<file path="src/rtl/dw_cmd_pkg.sv">
package dw_cmd_pkg;

    localparam int F_W = 5;
    localparam int A_W = 4;

    typedef enum logic [2:0] {
        RS_NONE     = 3'd0,
        RS_MASK     = 3'd1,
        RS_SNAP_CNT = 3'd2,
        RS_SNAP     = 3'd3,
        RS_LATCH    = 3'd4,
        RS_ORC      = 3'd5
    } rsel_e;

    typedef struct packed {
        logic  x;
        logic  q;
        rsel_e rsel;
        logic  wr_mask;
        logic  clr_latch;
        logic  clr_orc;
        logic  clr_acnt;
        logic  attn_rst;
        logic  attn_en;
    } dec_t;

    typedef enum logic [1:0] {
        ST_IDLE = 2'd0,
        ST_RESP = 2'd1,
        ST_HOLD = 2'd2
    } state_e;

endpackage

</file>
<file path="src/rtl/dw_cmd_table.sv">
module dw_cmd_table
    import dw_cmd_pkg::*;
(
    input  logic [F_W-1:0] f,
    input  logic [A_W-1:0] a,
    input  logic           remote,
    input  logic           attn,
    output dec_t           dec
);

    logic a0, a1, a2;

    assign a0 = (a == 4'd0);
    assign a1 = (a == 4'd1);
    assign a2 = (a == 4'd2);

    always_comb begin
        dec = '0;
        case (f)
            5'd0: begin
                if (a0) begin dec.x = 1'b1; dec.q = 1'b1; dec.rsel = RS_MASK; end
                else if (a1) begin dec.x = 1'b1; dec.q = 1'b1; dec.rsel = RS_LATCH; end
            end
            5'd1: begin
                if (a0) begin dec.x = 1'b1; dec.q = 1'b1; dec.rsel = RS_SNAP_CNT; end
                else if (a1) begin dec.x = 1'b1; dec.q = 1'b1; dec.rsel = RS_ORC; end
                else if (a2) begin dec.x = 1'b1; dec.q = 1'b1; dec.rsel = RS_SNAP; end
            end
            5'd2: begin
                if (a1) begin
                    dec.x = 1'b1; dec.q = 1'b1; dec.rsel = RS_LATCH; dec.clr_latch = 1'b1;
                end
            end
            5'd4: begin
                if (a0) begin
                    dec.x = 1'b1; dec.q = 1'b1; dec.rsel = RS_SNAP_CNT; dec.clr_acnt = 1'b1;
                end else if (a1) begin
                    dec.x = 1'b1; dec.q = 1'b1; dec.rsel = RS_ORC; dec.clr_orc = 1'b1;
                end
            end
            5'd8: begin
                if (a0) begin dec.x = 1'b1; dec.q = attn; end
            end
            5'd9: begin
                if (a1) begin dec.x = 1'b1; dec.q = 1'b1; dec.clr_latch = 1'b1; end
            end
            5'd10: begin
                if (a0) begin dec.x = 1'b1; dec.q = 1'b1; dec.attn_rst = 1'b1; end
            end
            5'd11: begin
                if (a0) begin dec.x = 1'b1; dec.q = 1'b1; dec.clr_acnt = 1'b1; end
                else if (a1) begin dec.x = 1'b1; dec.q = 1'b1; dec.clr_orc = 1'b1; end
            end
            5'd16: begin
                if (a0) begin dec.x = 1'b1; dec.q = remote; dec.wr_mask = remote; end
            end
            5'd26: begin
                if (a0) begin dec.x = 1'b1; dec.q = 1'b1; dec.attn_en = 1'b1; end
            end
            5'd28: begin
                if (a0) begin
                    dec.x = 1'b1; dec.q = 1'b1; dec.attn_rst = 1'b1; dec.attn_en = 1'b1;
                end
            end
            default: ;
        endcase
    end

endmodule

</file>
<file path="src/rtl/dw_rd_mux.sv">
module dw_rd_mux
    import dw_cmd_pkg::*;
#(
    parameter int MASK_W  = 8,
    parameter int CNT_W   = 8,
    parameter int LATCH_W = 16,
    parameter int ORC_W   = 16,
    parameter int DATA_W  = 16
) (
    input  rsel_e              rsel,
    input  logic [MASK_W-1:0]  mask,
    input  logic [MASK_W-1:0]  snap,
    input  logic [CNT_W-1:0]   acnt,
    input  logic [LATCH_W-1:0] latch,
    input  logic [ORC_W-1:0]   orc,
    output logic [DATA_W-1:0]  data
);

    always_comb begin
        data = '0;
        case (rsel)
            RS_MASK:     data[MASK_W-1:0] = mask;
            RS_SNAP_CNT: begin
                data[MASK_W-1:0]     = snap;
                data[MASK_W +: CNT_W] = acnt;
            end
            RS_SNAP:     data[MASK_W-1:0]  = snap;
            RS_LATCH:    data[LATCH_W-1:0] = latch;
            RS_ORC:      data[ORC_W-1:0]   = orc;
            default:     ;
        endcase
    end

endmodule

</file>
<file path="src/rtl/dw_mask_reg.sv">
module dw_mask_reg #(
    parameter int MASK_W = 8
) (
    input  logic              clk,
    input  logic              rst_n,
    input  logic              wr_en,
    input  logic [MASK_W-1:0] wr_val,
    input  logic              remote,
    input  logic [MASK_W-1:0] sw,
    output logic [MASK_W-1:0] eff
);

    logic [MASK_W-1:0] mask_q;

    always_ff @(posedge clk or negedge rst_n) begin
        if (!rst_n)     mask_q <= '0;
        else if (wr_en) mask_q <= wr_val;
    end

    assign eff = remote ? mask_q : sw;

endmodule

</file>
<file path="src/rtl/dw_cmd_decoder.sv">
module dw_cmd_decoder
    import dw_cmd_pkg::*;
#(
    parameter int MASK_W  = 8,
    parameter int CNT_W   = 8,
    parameter int LATCH_W = 16,
    parameter int ORC_W   = 16,
    localparam int PACK_W = MASK_W + CNT_W,
    localparam int MAX_LO = (LATCH_W > ORC_W) ? LATCH_W : ORC_W,
    localparam int DATA_W = (PACK_W > MAX_LO) ? PACK_W : MAX_LO
) (
    input  logic               clk,
    input  logic               rst_n,
    input  logic               cmd_stb,
    input  logic [F_W-1:0]     cmd_f,
    input  logic [A_W-1:0]     cmd_a,
    input  logic [MASK_W-1:0]  wr_data,
    input  logic               remote_mode,
    input  logic [MASK_W-1:0]  sw_mask,
    input  logic               attn_present,
    input  logic [MASK_W-1:0]  snap_in,
    input  logic [CNT_W-1:0]   attn_cnt_in,
    input  logic [LATCH_W-1:0] latch_in,
    input  logic [ORC_W-1:0]   orc_in,
    output logic               rsp_valid,
    output logic               rsp_x,
    output logic               rsp_q,
    output logic [DATA_W-1:0]  rd_data,
    output logic [MASK_W-1:0]  mask_o,
    output logic               clr_latch_o,
    output logic               clr_orc_o,
    output logic               clr_acnt_o,
    output logic               attn_rst_o,
    output logic               attn_en_o
);

    state_e            state_q, state_d;
    dec_t              dec;
    logic [DATA_W-1:0] mux_data;
    logic              accept;
    logic              wr_mask_q;
    logic [MASK_W-1:0] wdata_q;

    dw_cmd_table u_table (
        .f      (cmd_f),
        .a      (cmd_a),
        .remote (remote_mode),
        .attn   (attn_present),
        .dec    (dec)
    );

    dw_rd_mux #(
        .MASK_W (MASK_W), .CNT_W (CNT_W), .LATCH_W (LATCH_W),
        .ORC_W  (ORC_W),  .DATA_W (DATA_W)
    ) u_mux (
        .rsel  (dec.rsel),
        .mask  (mask_o),
        .snap  (snap_in),
        .acnt  (attn_cnt_in),
        .latch (latch_in),
        .orc   (orc_in),
        .data  (mux_data)
    );

    dw_mask_reg #(.MASK_W (MASK_W)) u_mask (
        .clk    (clk),
        .rst_n  (rst_n),
        .wr_en  (wr_mask_q),
        .wr_val (wdata_q),
        .remote (remote_mode),
        .sw     (sw_mask),
        .eff    (mask_o)
    );

    assign accept = (state_q == ST_IDLE) && cmd_stb;

    // next-state logic: accept, finish, linger, release
    always_comb begin
        state_d = state_q;
        unique case (state_q)
            ST_IDLE: if (cmd_stb) state_d = ST_RESP;
            ST_RESP: state_d = cmd_stb ? ST_HOLD : ST_IDLE;
            ST_HOLD: if (!cmd_stb) state_d = ST_IDLE;
            default: state_d = ST_IDLE;
        endcase
    end

    // state register
    always_ff @(posedge clk or negedge rst_n) begin
        if (!rst_n) state_q <= ST_IDLE;
        else        state_q <= state_d;
    end

    // registered response outputs, live only in ST_RESP
    always_ff @(posedge clk or negedge rst_n) begin
        if (!rst_n) begin
            rsp_valid   <= 1'b0;
            rsp_x       <= 1'b0;
            rsp_q       <= 1'b0;
            rd_data     <= '0;
            clr_latch_o <= 1'b0;
            clr_orc_o   <= 1'b0;
            clr_acnt_o  <= 1'b0;
            attn_rst_o  <= 1'b0;
            attn_en_o   <= 1'b0;
            wr_mask_q   <= 1'b0;
            wdata_q     <= '0;
        end else if (accept) begin
            rsp_valid   <= 1'b1;
            rsp_x       <= dec.x;
            rsp_q       <= dec.q;
            rd_data     <= mux_data;
            clr_latch_o <= dec.clr_latch;
            clr_orc_o   <= dec.clr_orc;
            clr_acnt_o  <= dec.clr_acnt;
            attn_rst_o  <= dec.attn_rst;
            attn_en_o   <= dec.attn_en;
            wr_mask_q   <= dec.wr_mask;
            wdata_q     <= wr_data;
        end else begin
            rsp_valid   <= 1'b0;
            rsp_x       <= 1'b0;
            rsp_q       <= 1'b0;
            rd_data     <= '0;
            clr_latch_o <= 1'b0;
            clr_orc_o   <= 1'b0;
            clr_acnt_o  <= 1'b0;
            attn_rst_o  <= 1'b0;
            attn_en_o   <= 1'b0;
            wr_mask_q   <= 1'b0;
        end
    end

endmodule

</file>
<file path="config.mk">
export PLATFORM = sky130hd
export DESIGN_NAME = dw_cmd_decoder
export DESIGN_NICKNAME = d
export VERILOG_FILES = /design/src/rtl/dw_cmd_pkg.sv /design/src/rtl/dw_cmd_table.sv /design/src/rtl/dw_rd_mux.sv /design/src/rtl/dw_mask_reg.sv /design/src/rtl/dw_cmd_decoder.sv
export SDC_FILE = /design/constraint.sdc
export NUM_CORES = 1
export LEC_CHECK = 0
export BUFFER_PORTS_ARGS = -buffer_cell sky130_fd_sc_hd__buf_2
export CAP_MARGIN = 30
export CORE_ASPECT_RATIO = 0.75
export CORE_MARGIN = 5
export CORE_UTILIZATION = 40
export DETAILED_ROUTE_END_ITERATION = 8
export GPL_TIMING_DRIVEN = 0
export PLACE_DENSITY = 0.7
export SLEW_MARGIN = 20
export SYNTH_ARGS = -nofsm -noshare
export SYNTH_HDL_FRONTEND = slang
export SYNTH_SLANG_ARGS = --single-unit
</file>
<file path="constraint.sdc">
create_clock -name clk -period 2 [get_ports clk]
set_clock_uncertainty 0.05 [all_clocks]
set_input_delay 0.4 -clock clk [delete_from_list [all_inputs] [get_ports clk]]
set_output_delay 0.4 -clock clk [all_outputs]
set_load 0.05 [all_outputs]
</file>
-- Yosys cells after proc, flatten, opt, wreduce, memory -nomap -nowiden
Cells that the tools add are included.
- ROM bits: 0
- bits of input ports: 78
- bits in latches: 0
- word-level logic and storage cells: 83
- bits in registers: 43
- memory bits (writable): 0
- memories: 0
- eq/ne operators: 21
- div/mod/pow operators: 0
- bitwise logic cells: 0
- reduce and logical (&&, ||, !) cells: 9
- $lt $le $gt $ge: 0
- multiply operators: 0
- add/subtract/negate cells: 0
- shift operators: 0
- multiplexer cells: 40
- operators by type and width (operator ; number):
    $mux W5 ; 7
    $pmux W8 S4 ; 1
    $pmux W8 S3 ; 1
    $eq A5 B4 Y1 const B ; 4
    $mux W2 ; 9
    $pmux W2 S9 ; 1
    $mux W16 ; 1
    $eq A5 B5 Y1 const B ; 3
    $mux W1 ; 15
    $pmux W3 S4 ; 1
    $mux W8 ; 1
    $eq A3 B2 Y1 const B ; 2
    $eq A3 B3 Y1 const B ; 2
    $pmux W2 S3 ; 1
    $reduce_or A2 Y1 ; 3
    $eq A5 B1 Y1 const B ; 1
    $eq A5 B2 Y1 const B ; 1
    $eq A5 B3 Y1 const B ; 1
    $logic_not A5 Y1 ; 1
    $eq A4 B1 Y1 const B ; 1
    $eq A4 B2 Y1 const B ; 1
    $logic_not A4 Y1 ; 1
    $ne A2 B2 Y1 const B ; 2
    $pmux W1 S2 ; 2
    other kinds (7) ; 7

-- Depth between registers and ports, before layout
Gate-level depths: netlist of run 1.
- depth after elaboration: 9
- mapped depth: 7

-- By module
A second synthesis of run 1 with hierarchy kept.
- cell total of the unflattened synthesis: 223
- area, all modules: 2600.0 um^2
- modules (own cells, without submodules) (module ; area each (um^2) ; instances ; seq. area each (um^2) ; cells an instance):
    dw_cmd_decoder ; 1178.6 ; 1 ; 875.8 ; 74
    dw_rd_mux ; 546.8 ; 1 ; 0.0 ; 59
    dw_mask_reg ; 462.9 ; 1 ; 200.2 ; 26
    dw_cmd_table ; 411.6 ; 1 ; 0.0 ; 64

-- Least setup slack after synthesis of run 1
Ideal clock, no wire load.
- path kind: input -> register
- start point: input port cmd_f[0]
- end point: register rd_data[10]
- stages on the path: 5
- data required time: 1.829 ns
- arrival time: 1.749 ns
- library setup time: 0.121 ns
- path slack: 0.080 ns
- cell sequence: nor2b_2 o311a_4 o21ai_4 mux2_2 a22o_1
- longest elaborated chain between the ends: 5
- elaborated cells between the ends (all ways): 10
- classes of those cells: 6 x eq/ne; 3 x mux; 1 x reduce/logical
- RTL lines (what ; line ; text):
    start, declared ; dw_cmd_decoder.sv:15 ; input logic [F_W-1:0] cmd_f,
    $eq A5 B3 Y1 (tied with other cells) ; dw_cmd_table.sv:19 ; case (f)
    $pmux W3 S4 (*) ; dw_cmd_table.sv:19 ;
    $eq A3 B3 Y1 or $eq A3 B2 Y1 (tied branches) ; dw_rd_mux.sv:21 ; case (rsel)
    $pmux W8 S3 (*) ; dw_rd_mux.sv:21 ;
    $mux W16 (*) ; dw_cmd_decoder.sv:108 ; end else if (accept) begin
    end signal, assigned ; dw_cmd_decoder.sv:112 ; rd_data <= mux_data;
    end, declared ; dw_cmd_decoder.sv:28 ; output logic [DATA_W-1:0] rd_data,
Mark *: on every way between the ends. The rest lies on a longest branch, timed or not.
A chain may end at the register's enable or synchronous reset.

-- Worst setup path after layout of run 1
- start point: input port remote_mode
- end point: output port mask_o[0]
- longest elaborated chain between the ends: 1
- RTL lines (what ; line ; text):
    start, declared ; dw_cmd_decoder.sv:18 ; input logic remote_mode,
    $mux W8 ; dw_mask_reg.sv:20 ; assign eff = remote ? mask_q : sw;
    end, declared ; dw_cmd_decoder.sv:29 ; output logic [MASK_W-1:0] mask_o,
No other way between the ends.

==> key figures, run 1 <==
Yosys
  – EDFF count, synth: 0
  – Largest area contributor in the netlist: dfrtp_1
  – Top-area cell type share of the netlist area: 0.4550
  – Syn nets: 280
  – Top cells by count, synth: dfrtp_1 (43), mux2_2 (32), nor3_1 (14)
  – Synthesized area: 2365 sq um
  – Yosys warns: 0
  – Synthesized flop and latch total: 43
  – Post-synth top flop: dfrtp_1
  – Mapped Cells: 202
  – Netlist cell types: 48
  – Synth area leaders: dfrtp_1 (46%), mux2_2 (15%), a221oi_2 (5.1%), a32o_1 (3.4%), a22o_1 (3.3%)
  – Post-synthesis sequential area ratio: 0.4550
  – Mean Syn Cell Area: 11.71 sq um
  – Leading cell type by number of instances after synthesis: dfrtp_1
  – Post-synthesis async set-or-reset flop share: 1.000

Drt
  – Avg WL per Cell: 16.17 um
  – DR top layer: met4
  – Total number of vias: 2,073
  – DRT Wirelength: 6.437 mm
  – Routed Antenna Nets: 0
  – # DRC: 0
  – First drt pass iteration count: 4
  – DR iter-0 viols: 145
  – DR WL met2: 3.086 mm
  – M1 WL: 2.833 mm
  – Met3 WL: 434 um
  – Vias/cell: 5.209

Global routing
  – Global-route wire length before repair: 10.23 mm
  – Initial antenna violation count: 0
  – Number of global-route vias before repair: 2,076
  – Largest net degree at the start of global routing: 44
  – GRT Util Overall: 0.1679
  – Global route overflow: 0

Floorplan
  – # IOs: 110
  – Floorplan core area: 5766 sq um
  – Initial Utilization: 0.4102
  – Site Rows: 24
  – Die Area: 7565 sq um
  – Width of the chip: 98.79 um
  – Die height: 76.59 um

Timing
  – Fin crit share: 0.9465
  – Worst-Margin Slew: 0.5879 ns
  – Setup Viol. Count Final: 0
  – Hold slack: 0.2770 ns
  – Fin. Hold Viols: 0
  – RSZ-0062 raised after global routing: yes
  – Fmax: 528.2 MHz
  – Final slew viol count: 0
  – TNS Setup: 0 ns
  – Final worst slack: 0.1069 ns
  – Slew HR: 0.6074
  – Min Clock Period, post-route: 1.893 ns

Worst setup path
  – Max incr delay on CP: 0.43 ns
  – Crit path max fanout: 10
  – Worst Setup Start Kind: input port
  – Cell family with most CP delay: buffers and inverters
  – Crit path DAT: 1.44 ns
  – R2R setup slack: 0.14 ns
  – Worst Setup End Kind: primary output
  – Critical path data required time: 1.55 ns
  – Crit-path cells: clkbuf_1 -> mux2_2 -> buf_2
  – Critical path's slowest cell: mux2_2
  – Buf+Inv Stages, Crit Path: 2
  – Setup CP Type: in2out

Layout
  – ANT cells: 0
  – Share of cells above drive strength 1: 0.5594
  – Util after Layout: 0.5503
  – Post-route cell area: 3173 sq um
  – Fin cells: 398
  – Final Net Count: 397
  – Area delta synth->final: 34.18%
  – # fillers: 532

Clock tree
  – Clk sinks: 43
  – CTS tree: built
  – H-tree depth: 2
  – Total CTS buffers: 5
  – Skew-Pair Late Insertion Delay: 0.30 ns
  – Clock slew at reported path FFs: 0.07 ns
  – Root buffer cell: clkbuf_8
  – Clock buffer depth: 2

Power
  – Clock Power Share: 0.339
  – Internal power component: 1.517 mW
  – Leak: 1.595 nW
  – Overall power: 2.068 mW
  – Comb pwr share: 0.189
  – Sw frac: 0.2665
  – Peak supply drop: 0.3393 mV
  – Switching power: 551.1 uW
  – PD cells: 651.8 nW/um^2
  – Fraction of power consumed by sequential logic: 0.472

Place
  – Pre-CTS WS: -0.2228 ns
  – Port Buf Inserts: 108
  – GPL Wtd Cong: 0.8442
  – Cell total after placement: 388
  – Hpwl dp: 4.887 mm
  – Cell Area, Placed: 3003 sq um

Min path
  – Worst min-delay path category: in2reg

Outcome
  – Outcome: finished, final reports clean

Flow run
  – Max_cap viols: 0
## final cells by class
| type | instances | area, sq um | area share |
|---|---|---|---|
| clock buffer | 6 | 82.58 | 0.02603 |
| timing repair buffer | 110 | 570.5 | 0.1798 |
| tap | 78 | 97.59 | 0.03076 |
| buffer | 14 | 65.06 | 0.02050 |
| clock inverter | 2 | 35.03 | 0.01104 |
| sequential | 43 | 1076 | 0.3391 |
| multi-input combinational | 141 | 1231 | 0.3880 |
| inverter | 4 | 15.01 | 0.004732 |
## state kept, by name (all words and copies together), names as in the netlist
register / flops
clr_acnt_o: 1
u_mask.mask_q: 8
rsp_q: 1
clr_orc_o: 1
clr_latch_o: 1
state_q: 2
rsp_valid: 1
wr_mask_q: 1
wdata_q: 8
rd_data: 16
attn_en_o: 1
attn_rst_o: 1
rsp_x: 1
## path summary, 6_finish.rpt
check | cells after the start | startpoint | end
setup / recovery | 3 | remote_mode | mask_o[0]
hold / removal | 2 | attn_cnt_in[0] | rd_data[8]$_DFF_PN0_
setup reg to reg | 4 | state_q[1]$_DFFE_PN0P_ | rd_data[10]$_DFF_PN0_
hold reg to reg | 1 | u_mask.mask_q[2]$_DFFE_PN0P_ | u_mask.mask_q[2]$_DFFE_PN0P_
max in group asynchronous | 3 | rst_n | rd_data[13]$_DFF_PN0_
min in group asynchronous | 2 | rst_n | rsp_valid$_DFF_PN0_
## placed cells by master (no fill, tap or decap), types with 2 or more instances in the layout
| master | Yosys | routed |
|---|---|---|
| a32o_1 | 8 | 8 |
| nor2_1 | 11 | 11 |
| o21ai_0 | 4 | 4 |
| a21oi_1 | 6 | 6 |
| nor4_1 | 2 | 2 |
| a221oi_2 | 8 | 8 |
| nor2b_1 | 4 | 4 |
| a32oi_1 | 2 | 2 |
| nor3_1 | 14 | 14 |
| clkbuf_8 | 0 | 6 |
| inv_1 | 3 | 3 |
| dfrtp_1 | 43 | 43 |
| buf_2 | 6 | 114 |
| and3_1 | 3 | 3 |
| a22o_1 | 9 | 9 |
| nand2_1 | 8 | 8 |
| mux2_2 | 32 | 32 |
| clkbuf_1 | 6 | 6 |
| nor3b_1 | 2 | 2 |
## power by group through the flow
stage / sequential (mW) / clock [mW] / combinational, mW
after floorplan: 0.993 / 0 / 0.217
after global placement: 0.985 / 0 / 0.371
after detailed placement: 0.988 / 0 / 0.379
after CTS: 0.970 / 0.719 / 0.383
after global routing: 0.984 / 0.753 / 0.431
final: 0.975 / 0.702 / 0.391
## worst register-to-register path: stages, from the launching register on
cell	delay (ns)
dfrtp_1	0.44
nor3b_4	0.37
nand3_1	0.24
nor4_4	0.50
a22o_1	0.20
## cell families (layout without fill, tap and decap cells)
logic type | after synthesis | after routing | share of synthesized area
and+or+nand+nor | 58 | 58 | 0.1524
AOI/OAI and AO/OA | 48 | 48 | 0.1947
DFF | 43 | 43 | 0.4550
muxes | 32 | 32 | 0.1524
buffers and inverters | 18 | 136 | 0.03386
xor gates and xnor gates | 2 | 2 | 0.007409
adders and majority gates | 1 | 1 | 0.004233
## repair_timing
item                       CTS  global route
gates cloned                 0             0
hold endpoints to repair     0            12
hold buffers                 0             1
gates resized for setup      1             2
setup endpoints to repair    8            19
buffers inserted             0             0
## layer usage
metal  vias up  GRT usage
met5         -          0
met4         0    0.05184
met3         9    0.04575
met2        74     0.2641
met1       983     0.2247
li1       1007          -
No activity file was read; power rests on OpenSTA's default activity.
==> inputs of run 2 (changes only) <==
--- a/config.mk
+++ b/config.mk
@@ -5,14 +5,14 @@
 export SDC_FILE = /design/constraint.sdc
 export NUM_CORES = 1
 export LEC_CHECK = 0
-export BUFFER_PORTS_ARGS = -buffer_cell sky130_fd_sc_hd__buf_2
 export CAP_MARGIN = 30
 export CORE_ASPECT_RATIO = 0.75
 export CORE_MARGIN = 5
 export CORE_UTILIZATION = 40
 export DETAILED_ROUTE_END_ITERATION = 8
+export DONT_BUFFER_PORTS = 1
 export GPL_TIMING_DRIVEN = 0
-export PLACE_DENSITY = 0.7
+export MAX_ROUTING_LAYER = met4
 export SLEW_MARGIN = 20
 export SYNTH_ARGS = -nofsm -noshare
 export SYNTH_HDL_FRONTEND = slang
==> key figures, run 2 (synthesized netlist as in run 1, its figures left out) <==
Timing
  – Fmax: 531.1 MHz (+0.55%)
  – Setup Viol. Count Final: 0 (unchanged)
  – RSZ-0062 raised after global routing: no
  – Final slew viol count: 0 (unchanged)
  – Fin crit share: 0.9414 (-0.005157)
  – Slew HR: 0.5980 (-0.009324)
  – Fin. Hold Viols: 0 (unchanged)
  – Min Clock Period, post-route: 1.883 ns (-0.01031 ns)
  – Worst-Margin Slew: 0.6019 ns (+0.01396 ns)

Layout
  – Multi-input gate area: 1224 sq um (-0.61%)
  – ANT cells: 0 (unchanged)
  – Largest registers: rd_data: 16 flops, u_mask.mask_q: 8 flops, wdata_q: 8 flops
  – Most frequent cells in the layout: dfrtp_1 (43), mux2_2 (32), nor3_1 (14), nor2_1 (11), a22o_1 (9)
  – Share of cells above drive strength 1: 0.3302 (-0.2292)
  – # fillers: 549 (+3.2%)
  – Post-route cell area: 2626 sq um (-17%)
  – Final Net Count: 290 (-27%)
  – Area delta synth->final: 11.06%
  – Max reg flops: 16 (unchanged)
  – Top reg by flops: rd_data
  – Commonest non-fill, non-tap cell in the layout: dfrtp_1
  – Reg area: 1076 sq um (unchanged)

Global routing
  – Number of global-route vias before repair: 1,809 (-13%)
  – Initial antenna violation count: 0 (unchanged)
  – GRT Util Overall: 0.1717 (+0.003775)
  – Largest net degree at the start of global routing: 44 (unchanged)
  – Global route overflow: 0 (unchanged)
  – Global-route wire length before repair: 10.01 mm (-2.2%)

Power
  – Leak: 1.128 nW (-29%)
  – Peak supply drop: 0.2795 mV (-18%)
  – Overall power: 1.921 mW (-7.1%)
  – PD cells: 731.6 nW/um^2 (+12%)

Drt
  – DR iter-0 viols: 101 (-30%)
  – Avg WL per Cell: 21.24 um (+31%)
  – DRT Wirelength: 6.160 mm (-4.3%)
  – Routed Antenna Nets: 0 (unchanged)
  – Vias/cell: 6.062 (+16%)
  – Total number of vias: 1,758 (-15%)
  – First drt pass iteration count: 4 (unchanged)
  – # DRC: 0 (unchanged)

Floorplan
  – Site Rows: 24 (unchanged)
  – Floorplan core area: 5766 sq um (unchanged)
  – # IOs: 110 (unchanged)
  – Die height: 76.59 um (unchanged)
  – Die Area: 7565 sq um (unchanged)
  – Initial Utilization: 0.4102 (unchanged)
  – Width of the chip: 98.79 um (unchanged)

Worst setup path
  – Critical path data required time: 2.09 ns (+0.54 ns)
  – Crit path from: remote_mode
  – Worst Setup Start Kind: input port
  – Crit path DAT: 1.98 ns (+0.54 ns)
  – Reg2reg start: state_q[1]$_DFFE_PN0P_
  – Crit path max fanout: 10 (unchanged)
  – Setup CP Type: in2reg
  – Worst Setup End Kind: register

Place
  – Hpwl dp: 4.662 mm (-4.6%)
  – Cell Area, Placed: 2462 sq um (-18%)
  – Port Buf Inserts: 0 (-100%)
  – GPL Wtd Cong: 0.8716 (+3.2%)

Clock tree
  – H-tree depth: 2 (unchanged)
  – Skew-Pair Late Insertion Delay: 0.28 ns (-0.02 ns)
  – Clk sinks: 43 (unchanged)
  – Total CTS buffers: 5 (unchanged)
  – CTS tree: built
  – Clock slew at reported path FFs: 0.08 ns (about the same)
  – Root buffer cell: clkbuf_8
  – Clock buffer depth: 2 (unchanged)

Min path
  – HP Start: cmd_stb
  – Worst min-delay path category: in2reg

Outcome
  – Outcome: finished, final reports clean

Flow run
  – Max_cap viols: 0 (unchanged)
==> run 2: cell count changes in the layout (fill, tap and decap cells not counted), sizes merged <==
| cell | before | now |
|---|---|---|
| buf | 116 | 9 |
| clkinv | 1 | 0 |
==> run 2: where the power goes <==
| group | internal, mW | switching [mW] |
|---|---|---|
| clock | 0.366 | 0.282 |
| sequential | 0.936 | 0.0530 |
| combinational | 0.121 | 0.164 |
==> run 2: worst max-delay path, cell delays in order <==
cell and delay, ns:
clkbuf_1 0.41, mux2_2 0.53, a32o_1 0.31, a221oi_2 0.23, nor3_1 0.08
==> run 2: final timing paths <==
check | endpoint | slack, ns | cells after the start
worst max register to register | rd_data[13]$_DFF_PN0_ | 0.23 | 5
worst min register to register | u_mask.mask_q[0]$_DFFE_PN0P_ | 0.45 | 1
worst min-delay path | state_q[1]$_DFFE_PN0P_ | 0.19 | 1
max in group asynchronous | rd_data[1]$_DFF_PN0_ | 1.15 | 2
worst max-delay path | rd_data[2]$_DFF_PN0_ | 0.12 | 5
min in group asynchronous | rsp_x$_DFF_PN0_ | 0.55 | 2
==> run 2: metal layers <==
layer,vias up,global-route usage,share of wire
met2,77,0.2627,0.47
met5,-,-,0
met1,886,0.2244,0.44
met4,0,0.03547,0.0068
met3,4,0.05398,0.082
li1,791,-,-
==> run 2: stage by stage <==
stage / instances / utilization / hold WS (ns) / worst slack (ns) / TNS, ns
3_3_place_gp: 280 / 0.4271 / 0.05550 / -0.1787 / -2.251
2_1_floorplan: 202 / - / 0.05441 / 0.08015 / 0
6_report: 290 / 0.4555 / 0.1900 / 0.1172 / 0
3_5_place_dp: 280 / 0.4271 / 0.05545 / -0.2191 / -2.712
5_1_grt: 290 / 0.4555 / 0.1739 / 0.02529 / 0
4_1_cts: 289 / 0.4531 / 0.1779 / 0.02667 / 0
==> run 2: what timing repair did <==
item                                    in CTS  in global routing
pin swaps                                    1                  1
buffers inserted                             0                  1
hold endpoints to repair                    43                  0
hold buffers                                 2                  0
endpoints found under the setup margin      10                  8
gates resized for setup                      2                  1
==> run 2: layout make-up <==
cell class / instances / area share
Timing Repair Buffer: 3 / 0.01715
Tap cell: 78 / 0.03716
Clock inverter: 1 / 0.01143
Clock buffer: 6 / 0.02763
Sequential cell: 43 / 0.4097
Buffer: 14 / 0.02525
Inverter: 4 / 0.005717
Multi-Input combinational cell: 141 / 0.4659
==> inputs of run 3 (changes only) <==
--- a/config.mk
+++ b/config.mk
@@ -6,13 +6,16 @@
 export NUM_CORES = 1
 export LEC_CHECK = 0
 export CAP_MARGIN = 30
+export CELL_PAD_IN_SITES_DETAIL_PLACEMENT = 1
+export CELL_PAD_IN_SITES_GLOBAL_PLACEMENT = 2
 export CORE_ASPECT_RATIO = 0.75
 export CORE_MARGIN = 5
-export CORE_UTILIZATION = 40
+export CORE_UTILIZATION = 38
 export DETAILED_ROUTE_END_ITERATION = 8
 export DONT_BUFFER_PORTS = 1
 export GPL_TIMING_DRIVEN = 0
 export MAX_ROUTING_LAYER = met4
+export PLACE_DENSITY_LB_ADDON = 0.1
 export SLEW_MARGIN = 20
 export SYNTH_ARGS = -nofsm -noshare
 export SYNTH_HDL_FRONTEND = slang
==> key figures, run 3 (synthesized netlist as in run 1, its figures left out) <==
Outcome
  – Outcome: finished, final reports clean

Place
  – Cell total after placement: 280 (unchanged)
  – GPL Wtd Cong: 0.8868 (+1.7%)
  – Cell Area, Placed: 2462 sq um (unchanged)
  – Port Buf Inserts: 0 (unchanged)
  – Hpwl dp: 5.362 mm (+15%)

Drt
  – Vias/cell: 6.041 (-0.34%)
  – DRT Wirelength: 6.801 mm (+10%)
  – # DRC: 0 (unchanged)
  – Avg WL per Cell: 23.37 um (+10%)
  – Total number of vias: 1,758 (unchanged)
  – DR iter-0 viols: 77 (-24%)
  – Routed Antenna Nets: 0 (unchanged)
  – First drt pass iteration count: 4 (unchanged)

Worst setup path
  – Max incr delay on CP: 0.55 ns (+0.02 ns)
  – Worst Setup End Kind: register
  – Crit path DAT: 1.97 ns (about the same)
  – Buf+Inv Stages, Crit Path: 1 (unchanged)
  – Setup CP Type: in2reg
  – Crit-path cells: clkbuf_1 -> mux2_2 -> a32o_1 -> a221oi_2 -> nor3_1
  – Critical path's slowest cell: mux2_2
  – Crit path max fanout: 10 (unchanged)
  – Cell family with most CP delay: multiplexers
  – Critical path data required time: 2.11 ns (+0.02 ns)
  – Worst Setup Start Kind: input port

Floorplan
  – Site Rows: 24 (unchanged)
  – Floorplan core area: 5916 sq um (+2.6%)
  – # IOs: 110 (unchanged)
  – Die Area: 7917 sq um (+4.7%)
  – Initial Utilization: 0.3997 (-0.01041)
  – Width of the chip: 101.1 um (+2.3%)
  – Die height: 78.32 um (+2.3%)

Clock tree
  – Clock slew at reported path FFs: 0.08 ns (about the same)
  – Total CTS buffers: 5 (unchanged)
  – Clk sinks: 43 (unchanged)
  – Clock buffer depth: 2 (unchanged)
  – Skew-Pair Late Insertion Delay: 0.29 ns (about the same)
  – Root buffer cell: clkbuf_8
  – H-tree depth: 2 (unchanged)
  – CTS tree: built

Global routing
  – Global-route wire length before repair: 10.67 mm (+6.6%)
  – GRT Util Overall: 0.1767 (+0.004953)
  – Largest net degree at the start of global routing: 44 (unchanged)
  – Global route overflow: 0 (unchanged)
  – Initial antenna violation count: 0 (unchanged)
  – Number of global-route vias before repair: 1,984 (+9.7%)

Power
  – Peak supply drop: 0.3562 mV (+27%)
  – PD cells: 704.4 nW/um^2 (-3.7%)
  – Leak: 1.114 nW (-1.2%)

Timing
  – Min Clock Period, post-route: 1.868 ns (-0.01487 ns)
  – Fin. Hold Viols: 0 (unchanged)
  – Fmax: 535.4 MHz (+0.80%)
  – Hold slack: 0.1905 ns (+0.0005710 ns)
  – Final slew viol count: 0 (unchanged)
  – Slew HR: 0.6326 (+0.03454)
  – Setup Viol. Count Final: 0 (unchanged)
  – Fin crit share: 0.9340 (-0.007434)
  – Worst-Margin Slew: 0.5511 ns (-0.05071 ns)
  – RSZ-0062 raised after global routing: no

Layout
  – ANT cells: 0 (unchanged)
  – Max reg flops: 16 (unchanged)
  – Largest registers: rd_data: 16 flops, u_mask.mask_q: 8 flops, wdata_q: 8 flops
  – Most frequent cells in the layout: dfrtp_1 (43), mux2_2 (32), nor3_1 (14), nor2_1 (11), a22o_1 (9)
  – Final Net Count: 290 (unchanged)
  – Post-route cell area: 2609 sq um (-0.67%)
  – Share of cells above drive strength 1: 0.3380 (+0.007839)
  – Area delta synth->final: 10.32%
  – Top reg by flops: rd_data
  – Fin cells: 291 (+0.34%)
  – Commonest non-fill, non-tap cell in the layout: dfrtp_1

Min path
  – Worst min-delay path category: in2reg

Flow run
  – Max_cap viols: 0 (unchanged)
[run 3: layout make-up]
type                       count  area [sq um]
buffer                        14         66.31
clock buffer                   5         68.82
clock inverter                 3         23.77
fill                         649          3307
inverter                       4         15.01
multi-input combinational    141          1224
sequential                    43          1076
tap                           78         97.59
timing repair buffer           3         37.54
[run 3: metal layers]
layer	vias to the layer above	track usage	routed length, um
met2	90	0.2879	3201
met4	0	0.02390	36
met3	5	0.05314	611
met5	-	-	0
li1	790	-	-
met1	873	0.2235	2953
[run 3: through the flow]
stage | power, mW | setup WS (ns) | util | TNS [ns]
floorplan | 1.210 | 0.08015 | - | 0
global placement | 1.255 | -0.2013 | 0.4162 | -2.435
detailed placement | 1.271 | -0.2802 | 0.4162 | -3.041
CTS | 1.860 | 0.1224 | 0.4399 | 0
global route | 1.941 | 0.05197 | 0.4410 | 0
finish | 1.838 | 0.1321 | 0.4410 | 0
[run 3: path summary, 6_finish.rpt]
check,from,end,slack [ns],cells after the start
worst min register to register,u_mask.mask_q[3]$_DFFE_PN0P_,u_mask.mask_q[3]$_DFFE_PN0P_,0.46,1
worst max-delay path,remote_mode,rd_data[2]$_DFF_PN0_,0.13,5
min in group asynchronous,rst_n,u_mask.mask_q[0]$_DFFE_PN0P_,0.51,2
max in group asynchronous,rst_n,rsp_q$_DFF_PN0_,1.18,2
worst min-delay path,cmd_stb,state_q[1]$_DFFE_PN0P_,0.19,1
worst max register to register,state_q[1]$_DFFE_PN0P_,rd_data[14]$_DFF_PN0_,0.26,5
[run 3: timing repair]
item / in CTS / in global routing
setup buffers: 1 / 0
setup endpoints to repair: 10 / 1
resized for setup: 2 / 1
hold buffers: 2 / 0
pin swaps: 1 / 0
hold endpoints to repair: 43 / 0
[run 3: report_power, final]
part	internal, mW	leakage (nW)	switching, mW
Combinational	0.120	0.494	0.171
Sequential	0.936	0.579	0.0564
Clock	0.250	0.0408	0.306
